### src/rtl/evt_entry_pkg.sv
// Package: shared constants and types for the event entry sequencer.
// Assumes a 32-bit status word with fixed control-bit positions that the
// core's decoder also relies on.
package evt_entry_pkg;

    // Status word bit positions (decoded by neighbouring logic)
    localparam int SR_PRIV_BIT  = 30;
    localparam int SR_BANK_BIT  = 29;
    localparam int SR_BLOCK_BIT = 28;
    localparam int SR_FPUOFF_BIT = 15;
    localparam int SR_MASK_LSB  = 4;

    // Width of event codes
    localparam int CODE_W = 12;

    // Event codes with special handling
    localparam logic [CODE_W-1:0] C_RESET_PWR   = 12'h000;
    localparam logic [CODE_W-1:0] C_RESET_MAN   = 12'h020;
    localparam logic [CODE_W-1:0] C_MULTI_HIT   = 12'h140;
    localparam logic [CODE_W-1:0] C_MISS_READ   = 12'h040;
    localparam logic [CODE_W-1:0] C_MISS_WRITE  = 12'h060;
    localparam logic [CODE_W-1:0] C_TRAP        = 12'h160;
    localparam logic [CODE_W-1:0] C_BLOCK_EXEMPT = 12'h1E0;

    // Delay-slot flag positions
    localparam int SLOT_W        = 3;
    localparam int SLOT_PLAIN    = 0;
    localparam int SLOT_COND     = 1;

    // Which kind of event is taken this cycle
    typedef enum logic [1:0] {
        EV_NONE = 2'd0,
        EV_EXC  = 2'd1,
        EV_IRQ  = 2'd2
    } ev_kind_e;

endpackage

### src/rtl/evt_arbiter.sv
// Module: evt_arbiter
// Decides whether an event is taken this cycle and which code it carries.
// Exceptions always win. A blocked exception becomes the reset code
// unless it is the exempt code. An interrupt needs the block bit clear (or a
// halted core) and a level strictly above the mask.
// Assumes: purely combinational, inputs stable for the cycle.
module evt_arbiter
    import evt_entry_pkg::*;
#(
    parameter int LVL_W = 4
) (
    input  logic              exc_valid_i,
    input  logic [CODE_W-1:0] exc_code_i,
    input  logic              irq_req_i,
    input  logic [LVL_W-1:0]  irq_level_i,
    input  logic              halt_wait_i,
    input  logic              blocked_i,
    input  logic [LVL_W-1:0]  mask_i,
    output ev_kind_e          kind_o,
    output logic [CODE_W-1:0] exc_code_o
);

    logic irq_allowed;

    // Purpose: interrupt passes the block gate and the level mask
    always_comb begin
        irq_allowed = irq_req_i && (!blocked_i || halt_wait_i)
                      && (irq_level_i > mask_i);
    end

    // Purpose: select event kind and effective exception code
    always_comb begin
        kind_o     = EV_NONE;
        exc_code_o = exc_code_i;
        if (exc_valid_i) begin
            kind_o = EV_EXC;
            if (blocked_i && (exc_code_i != C_BLOCK_EXEMPT)) begin
                exc_code_o = C_RESET_PWR;
            end
        end else if (irq_allowed) begin
            kind_o = EV_IRQ;
        end
    end

endmodule

### src/rtl/evt_vector.sv
// Module: evt_vector
// Computes the handler address and the new status word for a taken event.
// Reset-class exceptions go to a fixed address with the mask raised and the
// FPU-disable bit cleared. TLB-miss codes use one offset, other exceptions
// another, and interrupts a third, each added to the vector base.
// Assumes: the mask field of width LVL_W sits at SR_MASK_LSB.
module evt_vector
    import evt_entry_pkg::*;
#(
    parameter int          XLEN       = 32,
    parameter int          LVL_W      = 4,
    parameter logic [31:0] RESET_ADDR = 32'hA000_0000,
    parameter logic [31:0] OFS_EXC    = 32'h0000_0100,
    parameter logic [31:0] OFS_MISS   = 32'h0000_0400,
    parameter logic [31:0] OFS_IRQ    = 32'h0000_0600
) (
    input  ev_kind_e          kind_i,
    input  logic [CODE_W-1:0] code_i,
    input  logic [XLEN-1:0]   vbr_i,
    input  logic [XLEN-1:0]   sr_i,
    output logic [XLEN-1:0]   pc_o,
    output logic [XLEN-1:0]   sr_o
);

    localparam logic [XLEN-1:0] ENTRY_SET = (XLEN'(1) << SR_PRIV_BIT)
                                          | (XLEN'(1) << SR_BANK_BIT)
                                          | (XLEN'(1) << SR_BLOCK_BIT);

    logic is_reset_class;
    logic is_miss_class;

    // Purpose: classify the exception code
    always_comb begin
        is_reset_class = (code_i == C_RESET_PWR) || (code_i == C_RESET_MAN)
                         || (code_i == C_MULTI_HIT);
        is_miss_class  = (code_i == C_MISS_READ) || (code_i == C_MISS_WRITE);
    end

    // Purpose: handler address and new status word
    always_comb begin
        sr_o = sr_i | ENTRY_SET;
        pc_o = vbr_i + XLEN'(OFS_EXC);
        if (kind_i == EV_IRQ) begin
            pc_o = vbr_i + XLEN'(OFS_IRQ);
        end else if (is_reset_class) begin
            pc_o = XLEN'(RESET_ADDR);
            sr_o[SR_FPUOFF_BIT] = 1'b0;
            sr_o[SR_MASK_LSB +: LVL_W] = '1;
        end else if (is_miss_class) begin
            pc_o = vbr_i + XLEN'(OFS_MISS);
        end
    end

endmodule

### src/rtl/evt_save_pc.sv
// Module: evt_save_pc
// Computes the saved program counter and the delay-slot flags after entry.
// A fault in a delay slot winds the saved PC back one instruction so that the
// branch runs again, and clears all flags. The trap code moves the saved PC
// forward one instruction.
// Assumes: 2-byte instructions.
module evt_save_pc
    import evt_entry_pkg::*;
#(
    parameter int XLEN = 32
) (
    input  ev_kind_e          kind_i,
    input  logic [CODE_W-1:0] code_i,
    input  logic [XLEN-1:0]   pc_i,
    input  logic [SLOT_W-1:0] flags_i,
    output logic [XLEN-1:0]   spc_o,
    output logic [SLOT_W-1:0] flags_o
);

    localparam logic [XLEN-1:0] INSN_BYTES = XLEN'(2);

    logic in_slot;
    logic is_trap;

    // Purpose: detect delay-slot and trap cases
    always_comb begin
        in_slot = flags_i[SLOT_PLAIN] || flags_i[SLOT_COND];
        is_trap = (kind_i == EV_EXC) && (code_i == C_TRAP);
    end

    // Purpose: adjusted saved PC and cleared flags
    always_comb begin
        spc_o   = pc_i;
        flags_o = flags_i;
        if (in_slot) begin
            spc_o   = spc_o - INSN_BYTES;
            flags_o = '0;
        end
        if (is_trap) begin
            spc_o = spc_o + INSN_BYTES;
        end
    end

endmodule

### src/rtl/evt_entry_seq.sv
// Module: evt_entry_seq (top)
// Accepts one exception or interrupt per cycle and commits the full entry
// state switch on one clock edge: handler PC, new status word, saved copies,
// event code registers, slot flags and a one-cycle taken strobe.
// Assumes: the core presents a stable snapshot of its state each cycle and
// consumes the outputs the cycle after taken_o rises.
module evt_entry_seq
    import evt_entry_pkg::*;
#(
    parameter int          XLEN       = 32,
    parameter int          LVL_W      = 4,
    parameter logic [31:0] RESET_ADDR = 32'hA000_0000
) (
    input  logic              clk,
    input  logic              rst_n,
    input  logic              exc_valid_i,
    input  logic [CODE_W-1:0] exc_code_i,
    input  logic              irq_req_i,
    input  logic [LVL_W-1:0]  irq_level_i,
    input  logic [CODE_W-1:0] irq_code_i,
    input  logic              halt_wait_i,
    input  logic [XLEN-1:0]   sr_i,
    input  logic [XLEN-1:0]   pc_i,
    input  logic [XLEN-1:0]   r15_i,
    input  logic [XLEN-1:0]   vbr_i,
    input  logic [SLOT_W-1:0] slot_flags_i,
    output logic              taken_o,
    output logic [XLEN-1:0]   pc_o,
    output logic [XLEN-1:0]   sr_o,
    output logic [XLEN-1:0]   ssr_o,
    output logic [XLEN-1:0]   spc_o,
    output logic [XLEN-1:0]   sgr_o,
    output logic [CODE_W-1:0] expevt_o,
    output logic [CODE_W-1:0] intevt_o,
    output logic [SLOT_W-1:0] slot_flags_o
);

    ev_kind_e          kind;
    logic [CODE_W-1:0] eff_code;
    logic [XLEN-1:0]   tgt_pc;
    logic [XLEN-1:0]   new_sr;
    logic [XLEN-1:0]   save_pc;
    logic [SLOT_W-1:0] next_flags;
    logic              take;
    logic              chk_armed;

    evt_arbiter #(.LVL_W(LVL_W)) u_arb (
        .exc_valid_i (exc_valid_i),
        .exc_code_i  (exc_code_i),
        .irq_req_i   (irq_req_i),
        .irq_level_i (irq_level_i),
        .halt_wait_i (halt_wait_i),
        .blocked_i   (sr_i[SR_BLOCK_BIT]),
        .mask_i      (sr_i[SR_MASK_LSB +: LVL_W]),
        .kind_o      (kind),
        .exc_code_o  (eff_code)
    );

    evt_vector #(
        .XLEN       (XLEN),
        .LVL_W      (LVL_W),
        .RESET_ADDR (RESET_ADDR)
    ) u_vec (
        .kind_i (kind),
        .code_i (eff_code),
        .vbr_i  (vbr_i),
        .sr_i   (sr_i),
        .pc_o   (tgt_pc),
        .sr_o   (new_sr)
    );

    evt_save_pc #(.XLEN(XLEN)) u_spc (
        .kind_i  (kind),
        .code_i  (eff_code),
        .pc_i    (pc_i),
        .flags_i (slot_flags_i),
        .spc_o   (save_pc),
        .flags_o (next_flags)
    );

    // Purpose: an event of either kind is accepted this cycle
    always_comb begin
        take = (kind != EV_NONE);
    end

    // Purpose: one-cycle taken strobe
    always_ff @(posedge clk) begin
        if (!rst_n) taken_o <= 1'b0;
        else        taken_o <= take;
    end

    // Purpose: commit the entry state switch only when an event is taken
    always_ff @(posedge clk) begin
        if (!rst_n) begin
            pc_o         <= '0;
            sr_o         <= '0;
            ssr_o        <= '0;
            spc_o        <= '0;
            sgr_o        <= '0;
            slot_flags_o <= '0;
        end else if (take) begin
            pc_o         <= tgt_pc;
            sr_o         <= new_sr;
            ssr_o        <= sr_i;
            spc_o        <= save_pc;
            sgr_o        <= r15_i;
            slot_flags_o <= next_flags;
        end
    end

    // Purpose: event code registers, each written only by its own kind
    always_ff @(posedge clk) begin
        if (!rst_n) begin
            expevt_o <= '0;
            intevt_o <= '0;
        end else begin
            if (kind == EV_EXC) expevt_o <= eff_code;
            if (kind == EV_IRQ) intevt_o <= irq_code_i;
        end
    end

    // Purpose: marks that a full non-reset cycle has passed, for history checks
    always_ff @(posedge clk) begin
        if (!rst_n) chk_armed <= 1'b0;
        else        chk_armed <= 1'b1;
    end

    // an exception is always taken and never touches INTEVT
    a_r1_exc_wins: assert property (@(posedge clk) disable iff (!rst_n)
        exc_valid_i |=> (taken_o && $stable(intevt_o)));

    // blocked state with no halt wait lets no interrupt through
    a_r3_block_gates_irq: assert property (@(posedge clk) disable iff (!rst_n)
        (!exc_valid_i && sr_i[SR_BLOCK_BIT] && !halt_wait_i) |=> !taken_o);

    // a level not above the mask is never taken
    a_r4_level_mask: assert property (@(posedge clk) disable iff (!rst_n)
        (!exc_valid_i && (irq_level_i <= sr_i[SR_MASK_LSB +: LVL_W])) |=> !taken_o);

    // every entry lands privileged, banked and blocked
    a_r5_entry_bits: assert property (@(posedge clk) disable iff (!rst_n)
        taken_o |-> (sr_o[SR_PRIV_BIT] && sr_o[SR_BANK_BIT] && sr_o[SR_BLOCK_BIT]));

    // outputs hold whenever no event was accepted
    a_r11_hold_idle: assert property (@(posedge clk) disable iff (!rst_n || !chk_armed)
        !taken_o |-> ($stable(pc_o) && $stable(sr_o) && $stable(ssr_o)
                      && $stable(spc_o) && $stable(sgr_o) && $stable(slot_flags_o)));

endmodule

### config.mk
export PLATFORM = sky130hd
export DESIGN_NAME = evt_entry_seq
export DESIGN_NICKNAME = d
export VERILOG_FILES = /design/src/rtl/evt_entry_pkg.sv /design/src/rtl/evt_arbiter.sv /design/src/rtl/evt_vector.sv /design/src/rtl/evt_save_pc.sv /design/src/rtl/evt_entry_seq.sv
export SDC_FILE = /design/constraint.sdc
export NUM_CORES = 1
export LEC_CHECK = 0
export CORE_ASPECT_RATIO = 1.2
export CORE_MARGIN = 5
export CORE_UTILIZATION = 27
export CTS_BUF_LIST = sky130_fd_sc_hd__clkbuf_4 sky130_fd_sc_hd__clkbuf_8 sky130_fd_sc_hd__clkbuf_16
export CTS_CLUSTER_DIAMETER = 30
export CTS_CLUSTER_SIZE = 30
export DETAILED_ROUTE_END_ITERATION = 8
export MAX_ROUTING_LAYER = met4
export SLEW_MARGIN = 20
export SYNTH_ARGS = -nofsm -noshare
export SYNTH_HDL_FRONTEND = slang
export SYNTH_SLANG_ARGS = --single-unit
### constraint.sdc
create_clock -name clk -period 8.9 [get_ports clk]
set_input_delay 1.335 -clock clk [delete_from_list [all_inputs] [get_ports clk]]
set_output_delay 1.335 -clock clk [all_outputs]
set_load 0.005 [all_outputs]
## Word level (Yosys, flattened, before mapping)

Index checks and enable logic that the tools add are counted.

- Register bits after elaboration: 188
- Input port bits: 164
- Output and inout port bits: 188
- Word-level logic and storage cells: 49

- $add $sub $neg: 5
- $lt $le $gt $ge: 1
- Equal/unequal tests: 8
- Mux-type cells: 14
- Reductions and logical operators: 12

Operators by type and width:

| kind | number |
|---|---|
| $mux 32 | 5 |
| $add 32x11->32 const B | 2 |
| $add 32x2->32 const B | 1 |
| $add 32x9->32 const B | 1 |
| $sub 32x2->32 const B | 1 |
| $eq 12x7->1 const B | 2 |
| $eq 12x9->1 const B | 2 |
| $mux 12 | 2 |
| $eq 12x6->1 const B | 1 |
| $logic_not 12->1 | 1 |
| $ne 12x9->1 const B | 1 |
| $mux 4 | 2 |
| $logic_or 1x1->1 | 5 |
| $gt 4x4->1 | 1 |
| $logic_and 1x1->1 | 4 |
| $mux 2 | 2 |
| $mux 3 | 1 |
| $eq 2x1->1 const B | 1 |
| $eq 2x2->1 const B | 1 |
| $mux 1 | 2 |
| $reduce_bool 2->1 | 1 |
| $logic_not 1->1 | 1 |

## Longest topological paths before layout

Gate-level depths: netlist (run 1).

- Depth in word-level cells: 9
- Gate-level depth with buffers: 12
- Gate-level depth less buffers: 10

## Cells and area by module

Synthesis (run 1) repeated with hierarchy kept, for this count alone.

- Cell total of the unflattened synthesis: 1360
- Area total of the unflattened synthesis: 10725.3 µm²

Modules (own cells, without submodules):

| module | times used | cells an instance | area each (µm²) | seq. area each (µm²) |
|---|---|---|---|---|
| evt_entry_seq | 1 | 851 | 7385.8 | 3763.6 |
| evt_save_pc | 1 | 281 | 1845.5 | 0.0 |
| evt_vector | 1 | 195 | 1251.2 | 0.0 |
| evt_arbiter | 1 | 33 | 242.7 | 0.0 |

## Worst setup path after synthesis (run 1)

No wires, ideal clock.

- Path type: input to register
- Start point: in pc_i[4]
- End point: reg spc_o[29]
- Library setup time: 0.120 ns
- Arrival time: 3.831 ns
- Required time: 8.780 ns
- Path slack: 4.950 ns
- Stages on the path: 9
- Cell sequence: buf_6 -> nor4_1 -> nand3_2 -> or4_4 -> a21oi_4 -> o2111ai_2 -> or4_4 -> o311a_1 -> a211o_1

- Longest elaborated chain between the ends: 4

Ends and longest elaborated chain:

| what | RTL line | text |
|---|---|---|
| start, declared | evt_entry_seq.sv:23 | `input logic [XLEN-1:0] pc_i,` |
| $sub 32x2->32 | evt_save_pc.sv:36 | `spc_o = spc_o - INSN_BYTES;` |
| $mux 32 * | evt_save_pc.sv:35 | `if (in_slot) begin` |
| $add 32x2->32 | evt_save_pc.sv:40 | `spc_o = spc_o + INSN_BYTES;` |
| $mux 32 * | evt_save_pc.sv:39 | `if (is_trap) begin` |
| end signal, assigned | evt_entry_seq.sv:105 | `spc_o <= save_pc;` |
| end, declared | evt_entry_seq.sv:31 | `output logic [XLEN-1:0] spc_o,` |

Every way passes the cells marked *; elsewhere a longest branch is shown, timed or not.
A chain may end at the register's enable or synchronous reset.

## Final worst setup path (run 1)

- Start point: in pc_i[1]
- End point: reg spc_o[29]

Same word-level chain as after synthesis.

==> results.txt, run 1 <==
fmax: 0.221 GHz
post-synthesis register bit count: 162
ys async rst share: 0%
initial DRC count: 447
largest net degree at the start of global routing: 68
static leakage: 4.58 nW
Max VDD drop: 0.104 mV
via/cell ratio: 4.98
Mean Syn Cell Area: 7.74 µm²
FILL cells: 3289
hold crit path type: flop to flop
Post-Syn Nets: 1299
crit path DAT: 4860 ps
routed length per instance: 18.2 µm
Initial Util: 27.1%
overflow left after global routing: 0
number of global-route vias before repair: 8727
synth top area cells: dfxtp_1 37%, nand2_1 9.8%, a21oi_1 7.3%
setup bufs post-CTS: 0
Synth Instances: 1124
Post-synth EDFFs: 0
initial antenna violation count: 1
Final Hold Viols: 0
TritonCTS clock tree: built
Die H: 207 µm
Max-Cap Viols: 0
Final Cell Area: 12900 µm²
CTS Buf Count: 17
Final Skew: 0 ps
Chip Width: 174 µm
final cycle utilization of the critical path: 51.0%
total track usage: 17.8%
Synth Flop Type: dfxtp_1
Slew @ Worst Pin: 1030 ps
die area: 35900 µm²
layout cell share with drive strength beyond 1: 5.21%
post-synthesis sequential area ratio: 37.3%
Fin Hold WS: 450 ps
Netlist cell types: 73
Finish-stage setup viols: 0
hold_buf cts: 0
leading area contributor after synthesis: dfxtp_1
post-route ant nets: 0
H-tree depth: 4
post-cts resize count: 0
routed via count: 9104
post-synth top area share: 37.3%
drt drc: 0
Detailed Place HPWL: 24900 µm
Multi-input gate area: 4940 µm²
Worst-path clk slew: 70 ps
io pins: 352
placed cell areas: 12300 µm²
Crit Path Max Fanout: 13
min Tclk post-route: 4530 ps
Slew headroom: 30.8%
yosys warns: 0
setup TNS: 0 ps
clock tree buffer depth: 2
Placer Congestion: 0.912
Post-Syn Area: 8700 µm²
final slew viol count: 0
Area Overhead vs Synth: 48.2%
Req. time, crit path: 9220 ps
clk_lat worst skew: 420 ps
final WL: 33200 µm
Core Area: 32100 µm²
final net count: 1582
first-pass GRT wire length: 49500 µm
Worst Setup End Kind: flop
RSZ-0062 raised after global routing: no
root buffer cell: clkbuf_16
CP startpoint kind: input port
Reg area: 3240 µm²
# port buffers: 351
DRT Pass-1 Iters: 4
# rows: 72
PwrDens: 151 nW/µm²
Crit Path Class: input port to flop
Sinks on Clock Net: 162
status: finished, final reports clean
## stage by stage
stage	util [%]	total power, mW	cells	setup slack, ps
floorplan	-	0.992	1124	4950
global placement	38.4	1.24	1795	3870
detailed placement	38.4	1.24	1795	3850
CTS	40.2	1.97	1827	4320
global route	40.2	2.04	1828	3980
finish	40.2	1.95	1829	4370
## final cells by class
cell class	instances	share of cell area (%)
inverter	16	0.485
multi-input combinational	852	38.3
clock buffer	19	3.51
tap	407	3.95
timing repair buffer	358	27.7
sequential	162	25.2
clock inverter	13	0.873
antenna	2	0.0388
## routing by layer
layer / routed length (µm) / track usage, % / vias up
met2: 17400 / 31.8 / 302
met3: 1510 / 2.57 / 37
met5: 0 / - / -
met4: 781 / 6.39 / 0
li1: - / - / 4491
met1: 13500 / 20.6 / 4274
## power breakdown
group | total [mW] | internal (mW) | switching [mW]
sequential | 0.802 | 0.774 | 0.0280
clock | 0.726 | 0.382 | 0.344
combinational | 0.417 | 0.222 | 0.195
## cell usage after synthesis, drive strengths merged, types with 15 or more instances
cell    number
nor4        20
nand3       35
and3        15
xor2        33
dfxtp      162
xnor2       42
nor2        87
inv         15
o21ai       37
nand2      226
a21oi      128
clkbuf      59
buf         35
nor3        36
## sequential cells by signal, summed over array words and instances, names as in the netlist
register / cells
pc_o: 32
spc_o: 32
taken_o: 1
expevt_o: 12
intevt_o: 12
sr_o: 30
slot_flags_o: 3
sgr_o: 32
ssr_o: 8
## layout by cell type, fill, tap and decap left out, types with 7 or more instances in the layout
master           netlist  layout
clkdlybuf4s50_1        0     351
nand2_1              226     226
dfxtp_1              162     162
a21oi_1              127     126
nor2_1                87      86
xnor2_1               41      41
nor3_1                34      34
o21ai_0               33      33
nand3_1               33      33
xor2_1                33      33
clkbuf_16              0      17
inv_1                 15      14
nor4_1                14      14
and3_1                14      14
nand4_1               11      11
a22o_1                11      11
ha_1                  11      11
and2_1                10      10
a31oi_1               10      10
or3_1                  9       9
a22oi_1                9       9
o211ai_1               8       8
a211oi_1               8       8
buf_4                 26       7
## logic make-up after synthesis
group / Yosys count / synth area share [%]
AND/OR/NAND/NOR: 497 / 27.7
flip-flops: 162 / 37.3
XOR/XNOR: 75 / 7.64
buffers and inverters: 110 / 6.04
adder cells (fa/ha/maj): 11 / 1.58
AO/OA/AOI/OAI: 263 / 19.0
multiplexers: 6 / 0.690
## worst max-delay path, stage by stage
cell and delay, ps:
clkdlybuf4s50_1 610, inv_1 80, ha_1 240, o21ai_1 560
nor2_1 160, a21boi_0 430, o21a_1 270, o2111ai_2 180
or4_4 470, o311a_1 310, a211o_1 220
## path summary, 6_finish.rpt
kind,slack [ps],end,startpoint,depth (start not counted)
max,4370,spc_o[29],pc_i[1],11
min,450,sgr_o[10],sgr_o[10],2
max reg2reg,7500,pc_o[29],pc_o[29],4
min reg2reg,450,sgr_o[10],sgr_o[10],2
Power figures use the tool's default switching activity.
==> run 2: changes to the inputs <==
- clock period: 8.9 -> 4.24 ns (I/O delays scaled with it)
==> run 2 against run 1 <==
  * Register-to-register slack worse by 4800 ps
  * Power is 110% higher
  * Via count is 0.12% higher
  * Routed wire length is 1.4% higher
  * Largest power group unchanged
  * Clock skew stayed put
  * Final area is 2.0% higher
  * Die area stayed put
  * Count of clock-buffer cells in the layout stayed put
  * Combinational power is 120% higher
  * Sequential share of layout area is 0.48 points lower
  * First-iteration DRC count is 4.7% higher
  * Non-clock buffer count is 31 higher
==> results.txt, run 2 (synthesis gave the netlist of run 1 again) <==
root buffer cell: clkbuf_16
Detailed Place HPWL: 25700 µm (+3.3%)
# rows: 72 (unchanged)
setup bufs post-CTS: 0 (unchanged)
final WL: 33700 µm (+1.4%)
Slew @ Worst Pin: 808 ps (-223 ps)
initial antenna violation count: 2 (+1)
RSZ-0062 raised after global routing: no
Req. time, crit path: 4580 ps (-4640 ps)
Final Hold Viols: 0 (unchanged)
hold crit path type: flop to flop
most common cell after layout, fill and taps aside: clkdlybuf4s50_1
Final Skew: 0 ps (unchanged)
CP startpoint kind: input port
final cycle utilization of the critical path: 84.4%
Core Area: 32100 µm² (unchanged)
clock share of power: 37.5% (+0.2 points)
crit-path max cell delay: 490 ps (-120 ps)
internal power: 2.95 mW (+110%)
clk_lat worst skew: 440 ps (+20 ps)
Net Switching: 1.18 mW (+110%)
die area: 35900 µm² (unchanged)
Placer Congestion: 0.877 (-3.8%)
Worst-path clk slew: 60 ps (about the same)
most frequent cells in the layout: 351 x clkdlybuf4s50_1, 226 x nand2_1, 162 x dfxtp_1
DRT Pass-1 Iters: 5 (+1)
total track usage: 18.3% (+0.49 points)
Worst Path Buf+Inv: 3 (+1)
Area Overhead vs Synth: 51.2%
CP top delay family: simple AND/OR/NAND/NOR gates
Finish-stage setup viols: 0 (unchanged)
drt drc: 0 (unchanged)
switch share: 28.6% (-0.57 points)
first-pass GRT wire length: 50500 µm (+2.1%)
static leakage: 4.73 nW (+3.4%)
Max VDD drop: 0.211 mV (+100%)
CTS Buf Count: 17 (unchanged)
Chip Width: 174 µm (unchanged)
R2R Setup Slk: 2750 ps (-4750 ps)
Initial Util: 27.1% (unchanged)
setup TNS: 0 ps (unchanged)
Tot Pwr: 4.13 mW (+110%)
clock tree buffer depth: 2 (unchanged)
Slew headroom: 45.7% (+15 points)
Sinks on Clock Net: 162 (unchanged)
io pins: 352 (unchanged)
post-cts resize count: 0 (unchanged)
combinational share of power: 21.7% (+0.2 points)
final slew viol count: 0 (unchanged)
status: finished, final reports clean
post-route ant nets: 0 (unchanged)
Crit Path Max Fanout: 11 (-2)
Flop pwr share: 40.8% (-0.4 points)
hold_buf cts: 0 (unchanged)
initial DRC count: 468 (+4.7%)
fmax: 0.279 GHz
Regs by FF count: pc_o x32, sgr_o x32, spc_o x32
overflow left after global routing: 0 (unchanged)
crit path DAT: 3910 ps (-950 ps)
via/cell ratio: 4.90 (-1.5%)
H-tree depth: 4 (unchanged)
TritonCTS clock tree: built
largest net degree at the start of global routing: 69 (+1.5%)
Max-Cap Viols: 0 (unchanged)
Crit Path Class: input port to flop
Die H: 207 µm (unchanged)
routed length per instance: 18.1 µm (-0.30%)
# port buffers: 351 (unchanged)
final net count: 1613 (+2.0%)
CP max stage cell: or4_1
PwrDens: 314 nW/µm² (+110%)
sequence of cells on the critical path: clkdlybuf4s50_1 > inv_1 > ha_1 > o21ai_1 > buf_4 > nor4_4 > nand3_1 > or3_1 > xnor2_2 > nand4_1 > or4_1 > a32o_1
min Tclk post-route: 3580 ps
layout cell share with drive strength beyond 1: 7.24% (+2.0 points)
number of global-route vias before repair: 8710 (-0.19%)
routed via count: 9115 (+0.12%)
Worst Setup End Kind: flop
## run 2: cell count changes in the layout (fill, tap and decap cells not counted), sizes merged
cell,previous run,this run
buf,7,38
inv,23,20
bufinv,0,1
clkinv,4,5
clkinvlp,2,3
## run 2: worst paths after layout
kind	startpoint	end	cells past startpoint
worst max-delay path	pc_i[2]	spc_o[31]	12
worst min-delay path	sgr_o[22]	sgr_o[22]	2
worst max register to register	pc_o[29]	pc_o[29]	4
worst min register to register	sgr_o[22]	sgr_o[22]	2
## run 2: final cells by class
class | count | area [µm²]
clock buffers | 19 | 447
fillers | 3308 | 18900
well taps | 407 | 509
flip-flops and latches | 162 | 3240
diodes | 2 | 5.00
inverters | 16 | 62.6
clock inverters | 13 | 126
repair buffers | 389 | 3810
multi-input cells | 852 | 4940
## run 2: tightest hold or removal path, delay by kind of cell, from the launching register on
| kind | cells | cell delay [ps] |
|---|---|---|
| and+or+nand+nor | 1 | 50 |
| AOI/OAI and AO/OA | 1 | 50 |
| DFF | 1 | 310 |
## run 2: metal layers
layer  GRT usage (%)  part of all wire, %
met5               -                    0
met4            6.51                  2.7
met1            21.1                   41
met2            32.2                   52
met3            3.37                  4.3
## run 2: power groups by stage
stage          Clock [mW]  Combinational, mW  Sequential [mW]
6_report             1.55              0.897             1.68
5_1_grt              1.66              0.972             1.70
4_1_cts              1.60              0.910             1.68
3_5_place_dp            0              0.906             1.72
3_3_place_gp            0              0.902             1.71
2_1_floorplan           0              0.362             1.72
## run 2: metrics by stage
stage / hold slack (ps) / instances / cell area, µm² / util, % / setup WS, ps
global route: 461 / 1860 / 13100 / 41.0 / 400
global placement: 437 / 1826 / 12600 / 39.2 / 208
floorplan: 439 / 1124 / 8700 / - / 989
CTS: 452 / 1858 / 13100 / 41.0 / 629
detailed placement: 443 / 1826 / 12600 / 39.2 / 144
finish: 450 / 1860 / 13100 / 41.0 / 661
==> run 3: changes to the inputs <==
- clock period: 4.24 -> 3.7 ns (I/O delays scaled with it)
==> run 3 against run 2 <==
  * Final area increased by 5.3%
  * Sequential share of layout area down 1.2 points
  * Global-route usage up 0.39 points
  * Critical path depth stayed put
  * Sequential power rose by 15%
  * Final cell count rose by 4.9%
  * Critical endpoint is now spc_o[11]
  * Largest power group unchanged
  * Highest routed layer unchanged
==> results.txt, run 3 (synthesis gave the netlist of run 1 again) <==
status: finished, final reports clean
die area: 35900 µm² (unchanged)
Final Hold Viols: 0 (unchanged)
Regs by FF count: pc_o x32, sgr_o x32, spc_o x32
Final Cell Area: 13800 µm² (+5.3%)
Area Overhead vs Synth: 59.2%
setup bufs post-CTS: 0 (unchanged)
Core Area: 32100 µm² (unchanged)
most frequent cells in the layout: 351 x clkdlybuf4s50_1, 226 x nand2_1, 162 x dfxtp_1
number of global-route vias before repair: 9262 (+6.3%)
Crit Path Max Fanout: 7 (-4)
Placer Congestion: 0.893 (+1.9%)
hold_buf cts: 0 (unchanged)
clk_lat worst skew: 420 ps (-20 ps)
total track usage: 18.7% (+0.39 points)
Die H: 207 µm (unchanged)
Fin Hold WS: 443 ps (-7.71 ps)
Chip Width: 174 µm (unchanged)
final slew viol count: 0 (unchanged)
overflow left after global routing: 0 (unchanged)
PwrDens: 343 nW/µm² (+9.2%)
min Tclk post-route: 3320 ps
Sinks on Clock Net: 162 (unchanged)
CTS Buf Count: 17 (unchanged)
Final Skew: 0 ps (unchanged)
first-pass GRT wire length: 52300 µm (+3.6%)
final net count: 1704 (+5.6%)
Slew @ Worst Pin: 675 ps (-134 ps)
via/cell ratio: 4.86 (-0.79%)
Initial Util: 27.1% (unchanged)
# port buffers: 351 (unchanged)
Max VDD drop: 0.225 mV (+6.3%)
placed cell areas: 13300 µm² (+5.6%)
TritonCTS clock tree: built
# rows: 72 (unchanged)
Worst-path clk slew: 70 ps (about the same)
most common cell after layout, fill and taps aside: clkdlybuf4s50_1
Crit Path Class: input port to flop
initial DRC count: 512 (+9.4%)
Detailed Place HPWL: 27100 µm (+5.3%)
Max-Cap Viols: 0 (unchanged)
final WL: 34600 µm (+2.8%)
H-tree depth: 4 (unchanged)
Req. time, crit path: 4060 ps (-520 ps)
io pins: 352 (unchanged)
routed length per instance: 17.7 µm (-2.0%)
Slew headroom: 54.9% (+9.1 points)
hold crit path type: flop to flop
Layout Cells excl Fill: 1952 (+4.9%)
Finish-stage setup viols: 0 (unchanged)
largest net degree at the start of global routing: 69 (unchanged)
crit path DAT: 3690 ps (-220 ps)
RSZ-0062 raised after global routing: no
Cells after DPL: 1917 (+5.0%)
layout cell share with drive strength beyond 1: 12.7% (+5.4 points)
DRT Pass-1 Iters: 6 (+1)
post-route ant nets: 0 (unchanged)
final cycle utilization of the critical path: 89.8%
post-cts resize count: 0 (unchanged)
root buffer cell: clkbuf_16
routed via count: 9490 (+4.1%)
Worst Setup End Kind: flop
clock tree buffer depth: 2 (unchanged)
drt drc: 0 (unchanged)
fmax: 0.301 GHz
initial antenna violation count: 2 (unchanged)
static leakage: 5.19 nW (+9.6%)
CP startpoint kind: input port
[run 3: cell count changes in the layout (fill, tap and decap cells not counted), moves of 2 or more]
cell / change
buf_12: +2
buf_4: +89
clkinv_2: +2
clkinv_4: +2
clkinvlp_4: -3
diode_2: +2
[run 3: cell type report]
class / count / area, µm²
Fill cell: 3195 / 18200
Multi-Input combinational cell: 852 / 4940
Inverter: 16 / 62.6
Antenna cell: 4 / 10.0
Tap cell: 407 / 509
Timing Repair Buffer: 480 / 4520
Clock inverter: 14 / 131
Sequential cell: 162 / 3240
Clock buffer: 17 / 425
[run 3: path summary, 6_finish.rpt]
kind	to	from	depth (start not counted)	slack [ps]
max	spc_o[11]	pc_i[2]	12	380
min	spc_o[18]	spc_o[18]	2	440
max reg2reg	pc_o[29]	pc_o[29]	4	2220
min reg2reg	spc_o[18]	spc_o[18]	2	440
[run 3: critical path, cell delays in order]
cell,delay [ps]
clkdlybuf4s50_1,550
inv_1,70
ha_1,190
o21ai_1,240
nor4_1,100
buf_4,160
o32ai_2,520
nor4_1,140
a2111oi_0,580
nor3_1,100
or3b_1,360
a21oi_1,130
[run 3: where the power goes]
group          switching (mW)  internal [mW]  total [mW]
registers              0.0665           1.86        1.93
clock network           0.800          0.936        1.74
logic                   0.486          0.598        1.08
total                    1.35           3.39        4.75
[run 3: stage by stage]
step	setup TNS, ps	total power, mW	setup WS [ps]	utilization [%]
floorplan	0	2.39	530	-
global placement	-34.6	3.05	-34.6	41.4
detailed placement	-113	3.06	-70.8	41.4
CTS	0	4.83	411	43.1
global route	0	4.97	55.4	43.2
finish	0	4.75	378	43.2
[run 3: routing by layer]
layer | part of all wire [%] | up-vias | global-route usage, %
met4 | 2.0 | 0 | 6.20
met5 | 0 | - | -
met3 | 4.6 | 37 | 3.33
met2 | 53 | 269 | 33.8
met1 | 41 | 4456 | 21.1
li1 | - | 4728 | -
